`config.mk`:
```
export PLATFORM = sky130hd
export DESIGN_NAME = flash_strobe_decoder
export DESIGN_NICKNAME = d
export VERILOG_FILES = /design/src/rtl/flash_strobe_decoder.sv
export SDC_FILE = /design/constraint.sdc
export NUM_CORES = 1
export LEC_CHECK = 0
export CORE_AREA = 2 2 124 78
export DETAILED_ROUTE_END_ITERATION = 10
export DIE_AREA = 0 0 126 80
export HOLD_SLACK_MARGIN = 0.15
export MAX_ROUTING_LAYER = met4
export PLACE_DENSITY = 0.82
export SLEW_MARGIN = 40
export SYNTH_ARGS = -nofsm -noshare
export SYNTH_HDL_FRONTEND = slang
export SYNTH_SLANG_ARGS = --single-unit
```
`constraint.sdc`:
```
create_clock -name clk -period 1.6 [get_ports clk]
set_clock_uncertainty 0.15 [all_clocks]
set_input_delay 0.16 -clock clk [delete_from_list [all_inputs] [get_ports clk]]
set_output_delay 0.16 -clock clk [all_outputs]
set_load 0.1 [all_outputs]
```
`src/rtl/flash_strobe_decoder.sv`:
```
`timescale 1ns/1ps
module flash_strobe_decoder #(
  parameter int AW            = 16,
  parameter int DW            = 8,
  parameter int CLK_PERIOD_PS = 8000,
  parameter int IDLE_NS       = 150
) (
  input  logic          clk,
  input  logic          rst_n,
  input  logic          ce_n,
  input  logic          oe_n,
  input  logic          we_n,
  input  logic          eng_busy,
  input  logic [AW-1:0] addr,
  input  logic [DW-1:0] din,
  output logic [AW-1:0] wr_addr,
  output logic [DW-1:0] wr_data,
  output logic          wr_valid,
  output logic          dout_en,
  output logic [2:0]    cyc_class,
  output logic          illegal,
  output logic          standby,
  output logic          auto_stby
);

  localparam int IDLE_RAW = (IDLE_NS * 1000 + CLK_PERIOD_PS - 1) / CLK_PERIOD_PS;
  localparam int IDLE_CYC = (IDLE_RAW < 1) ? 1 : IDLE_RAW;
  localparam int CW       = $clog2(IDLE_CYC + 1);

  localparam logic [2:0] C_STBY  = 3'd0;
  localparam logic [2:0] C_READ  = 3'd1;
  localparam logic [2:0] C_WRITE = 3'd2;
  localparam logic [2:0] C_ODIS  = 3'd3;
  localparam logic [2:0] C_ILL   = 3'd4;
  localparam logic [2:0] C_DESEL = 3'd5;

  // strobe vector order: {ce, oe, we}, all active low
  logic [2:0]    st1, st2, stp;
  logic [AW-1:0] a1, a2, ap;
  logic [DW-1:0] d1, d2;

  always_ff @(posedge clk or negedge rst_n) begin
    if (!rst_n) begin
      st1 <= 3'b111;
      st2 <= 3'b111;
      stp <= 3'b111;
      a1  <= '0;
      a2  <= '0;
      ap  <= '0;
      d1  <= '0;
      d2  <= '0;
    end else begin
      st1 <= {ce_n, oe_n, we_n};
      st2 <= st1;
      stp <= st2;
      a1  <= addr;
      a2  <= a1;
      ap  <= a2;
      d1  <= din;
      d2  <= d1;
    end
  end

  wire ce_l = ~st2[2];
  wire oe_l = ~st2[1];
  wire we_l = ~st2[0];

  wire wr_lvl   = ce_l & we_l;
  wire wr_lvl_p = ~stp[2] & ~stp[0];
  wire wr_start = wr_lvl & ~wr_lvl_p;
  wire wr_end   = ~wr_lvl & wr_lvl_p;
  wire ill_now  = wr_lvl & oe_l;

  logic [2:0] cls;
  always_comb begin
    if (!ce_l)            cls = eng_busy ? C_DESEL : C_STBY;
    else if (we_l && oe_l) cls = C_ILL;
    else if (we_l)        cls = C_WRITE;
    else if (oe_l)        cls = C_READ;
    else                  cls = C_ODIS;
  end

  always_ff @(posedge clk or negedge rst_n) begin
    if (!rst_n) begin
      cyc_class <= C_STBY;
      dout_en   <= 1'b0;
      illegal   <= 1'b0;
      standby   <= 1'b1;
    end else begin
      cyc_class <= cls;
      dout_en   <= (cls == C_READ);
      illegal   <= (cls == C_ILL);
      standby   <= (cls == C_STBY);
    end
  end

  logic          open_q;
  logic [AW-1:0] pend_addr;

  always_ff @(posedge clk or negedge rst_n) begin
    if (!rst_n) begin
      open_q    <= 1'b0;
      pend_addr <= '0;
    end else if (wr_start) begin
      open_q    <= ~oe_l;
      pend_addr <= a2;
    end else if (ill_now || wr_end) begin
      open_q    <= 1'b0;
    end
  end

  always_ff @(posedge clk or negedge rst_n) begin
    if (!rst_n) begin
      wr_valid <= 1'b0;
      wr_addr  <= '0;
      wr_data  <= '0;
    end else begin
      wr_valid <= wr_end & open_q;
      if (wr_end && open_q) begin
        wr_addr <= pend_addr;
        wr_data <= d2;
      end
    end
  end

  wire activity = (st2 != stp) || (a2 != ap);
  logic [CW-1:0] idle_cnt;

  always_ff @(posedge clk or negedge rst_n) begin
    if (!rst_n)                         idle_cnt <= '0;
    else if (activity)                  idle_cnt <= '0;
    else if (idle_cnt != CW'(IDLE_CYC)) idle_cnt <= idle_cnt + 1'b1;
  end

  assign auto_stby = (idle_cnt == CW'(IDLE_CYC));

endmodule

```
==> impl_metrics.py <==
metrics = {
    "drt": {
        "ant_nets": 0,
        "wl_met3_um": 479,
        "drcViolationCount": 0,
        "wl_met1_mm": 4.09,
        "vias": 2424,
        "drt_wl_total_mm": 9.23,
        "drt_iter0_markers": 160,
        "first_pass_iters": 4,
        "wl_met2_mm": 4.43,
        "viasPerCell": 4.84,
        "top_layer": "met4",
        "wire_per_inst_um": 18.4,
    },
    "yosys": {
        "synthArstFlopShare_pct": 100,
        "synth_fp_nets": 259,
        "seq_area_frac_synth_pct": 75.2,
        "yosysMostFrequentCell": "dfrtp_1",
        "synth_top_cell_by_area": "dfrtp_1",
        "synth_top_area_share_pct": 69.0,
        "syn_avg_cell_area_um2": 18.5,
        "synth_area_leaders": "dfrtp_1 69%, mux2_4 6.8%, dfstp_2 6.2%",
        "synth_warnings": 0,
        "synthCells": 228,
        "synthTopCellsByCount": "116 x dfrtp_1, 21 x mux2_2, 19 x mux2_4, 19 x xor2_1, 10 x dfstp_2",
        "syn-cell-area_mm2": 0.00421,
        "synth_cell_types": 26,
        "ys_ff_latch": 126,
        "yosys_most_used_dff": "dfrtp_1",
        "synth_edf_count": 0,
    },
    "sta": {
        "hold_ws_ns": 0.194,
        "setup_ws_ns": -0.194,
        "slew_headroom_pct": 69.4,
        "worst_pin_slew_ns": 0.457,
        "rsz0062_at_grt": "yes",
        "slew_viol_final": 0,
        "finalCritPeriodShare_pct": 112,
        "period_minus_slack_ns": 1.79,
        "hold_violations": 0,
        "setup_viol": 46,
        "max_freq_mhz": 558,
    },
    "power": {
        "power.internal_uw": 7720,
        "combPwrFrac_pct": 35.2,
        "ir_drop_v": 0.00137,
        "leakage_uw": 0.00308,
        "p_sw_share_pct": 35.6,
        "p_seq_share_pct": 34.3,
        "netSwitchingPower_uw": 4270,
        "power_density_mw_per_mm2": 1800,
        "clkPwrFrac_pct": 30.4,
    },
    "setup_path": {
        "cp-end-kind": "register",
        "worstSetupPathType": "reg -> reg",
        "worstPathCellList": "xor2_1, nor4_2, buf_4, nand4_4, nor4_2",
        "cpMostUsedCell": "nor4_2",
        "arrival_ns": 1.96,
        "slowest_stage": "dfstp_2",
        "cp_max_fo": 4,
        "r2r-start": "st2[2]",
        "start_kind": "register",
        "slowest_delay_ns": 0.58,
        "timing.rr.end": "idle_cnt[2]",
        "required_ns": 1.76,
        "rrSetupSlack_ns": -0.19,
        "rr_worst_depth": 5,
    },
    "hold_path": {
        "min_path_type": "reg -> reg",
        "holdPathStages": 0,
        "worstHoldStart": "d1[2]",
        "min_to": "d2[2]",
    },
    "clock_tree": {
        "cts_tree": "yes",
        "clock_sinks": 126,
        "insertion_delay_ns": 0.41,
        "clk_pin_slew_ns": 0.05,
        "root_buffer": "clkbuf_16",
        "htree_levels": 4,
        "numCtsBuffers": 17,
        "clockBufferDepth": 2,
    },
    "global_routing": {
        "grt_pass1_wl_mm": 14.8,
        "grt.overflow.total": 0,
        "grt_usage_pct": 21.0,
        "grt_max_degree": 48,
        "antenna_found_initial": 0,
        "grt_pass1_vias": 2689,
    },
    "layout": {
        "stdcell_area_mm2": 0.00667,
        "nFillCells": 509,
        "fin_util_pct": 74.8,
        "layout-drive-gt1-share_pct": 43.1,
        "nets": 403,
        "area_growth_pct": 58.5,
        "diodes": 0,
    },
    "placement": {
        "placed_cell_area_mm2": 0.00549,
        "portBuffers": 61,
        "hpwl_mm": 4.87,
        "place_congestion": 0.766,
    },
    "run_status": {
        "violations": "negative setup slack",
        "status": "finished, violations left",
    },
    "floorplanning": {
        "die_w_um": 126,
        "fp.dieH_um": 80,
        "core_mm2": 0.00892,
        "rows": 27,
        "fp.dieArea_mm2": 0.0101,
        "io_pins": 62,
        "initial_utilization_pct": 47.2,
    },
    "flow_run": {
        "cap_violations": 0,
    },
}
layout by cell type, fill, tap and decap left out, types with 3 or more instances in the layout:
cell | netlist | routed
mux2_4 | 19 | 36
buf_4 | 2 | 25
xnor2_1 | 4 | 4
buf_12 | 0 | 38
clkdlybuf4s50_1 | 0 | 28
xor2_1 | 19 | 18
nand3_1 | 4 | 3
dfrtp_1 | 116 | 115
clkinv_2 | 0 | 4
nor3_2 | 1 | 3
buf_6 | 2 | 6
dlygate4sd3_1 | 0 | 30
mux2_2 | 21 | 4
clkbuf_16 | 0 | 17
clkbuf_1 | 0 | 6
nor4_2 | 4 | 4
dfstp_2 | 10 | 10
layout make-up:
type | count | area, µm² | share of cell area, %
repair buffers | 129 | 1650 | 24.8
clock buffers | 25 | 475 | 7.13
multi-input cells | 96 | 1130 | 17.0
clock inverters | 7 | 87.6 | 1.31
inverters | 2 | 7.51 | 0.113
well taps | 116 | 145 | 2.18
flip-flops and latches | 126 | 3170 | 47.5
cells by family after synthesis:
logic type	Yosys count	synth area share [%]
and+or+nand+nor	28	5.50
adders and majority gates	1	0.297
xor gates and xnor gates	23	4.79
buffers and inverters	6	1.07
AOI/OAI and AO/OA	2	0.238
muxes	42	12.9
DFF	126	75.2
per-stage QoR:
step	power (µW)	setup WS (ns)	TNS (ns)	instances
final	12000	-0.194	-5.74	501
after global routing	12400	-0.288	-7.98	501
after CTS	12100	-0.155	-2.06	496
after detailed placement	8220	-0.124	-0.833	417
after global placement	8160	-0.0627	-0.0627	417
after floorplan	6520	-0.453	-2.44	228
critical path: cells and delay by family, from the launching register on:
kind          cells  cell delay, ns
simple gates      3            0.69
buf+inv           1            0.17
xor+xnor          1            0.11
flops             1            0.58
power groups by stage:
stage                     Sequential (µW)  Combinational, µW  Clock, µW
final                                4120               4220       3650
after global routing                 4160               4330       3870
after CTS                            4110               4240       3710
after detailed placement             4130               4090          0
after global placement               4130               4040          0
after floorplan                      5950                570          0
flip-flops by register name, indices dropped and copies added, names as in the netlist, 5 cells and up:
name	count
d1	8
ap	16
a1	16
wr_data	8
pend_addr	16
a2	16
wr_addr	16
idle_cnt	5
d2	8
metal layers:
layer / global-route usage [%] / up-vias
li1: - / 1062
met3: 6.64 / 24
met5: - / -
met2: 32.3 / 80
met1: 25.8 / 1258
met4: 9.89 / 0
timing repair:
| action | in CTS | in global routing |
|---|---|---|
| setup buffers | 14 | 7 |
| hold buffers | 30 | 0 |
| hold endpoints to repair | 153 | 0 |
| gates cloned | 3 | 0 |
| gates resized for setup | 22 | 3 |
| endpoints found under the setup margin | 42 | 97 |
| pin swaps | 8 | 6 |
worst max-delay path by stage:
stage / start / end / slack (ns) / cells past startpoint
global route: st2[2] / idle_cnt[2] / -0.29 / 5
CTS: idle_cnt[1] / auto_stby / -0.16 / 4
finish: st2[2] / idle_cnt[2] / -0.19 / 5
detailed placement: ap[8] / idle_cnt[2] / -0.12 / 5
global placement: a2[8] / idle_cnt[2] / -0.06 / 5
floorplan: idle_cnt[0] / idle_cnt[1] / -0.45 / 5
Power figures use the tool's default switching activity.
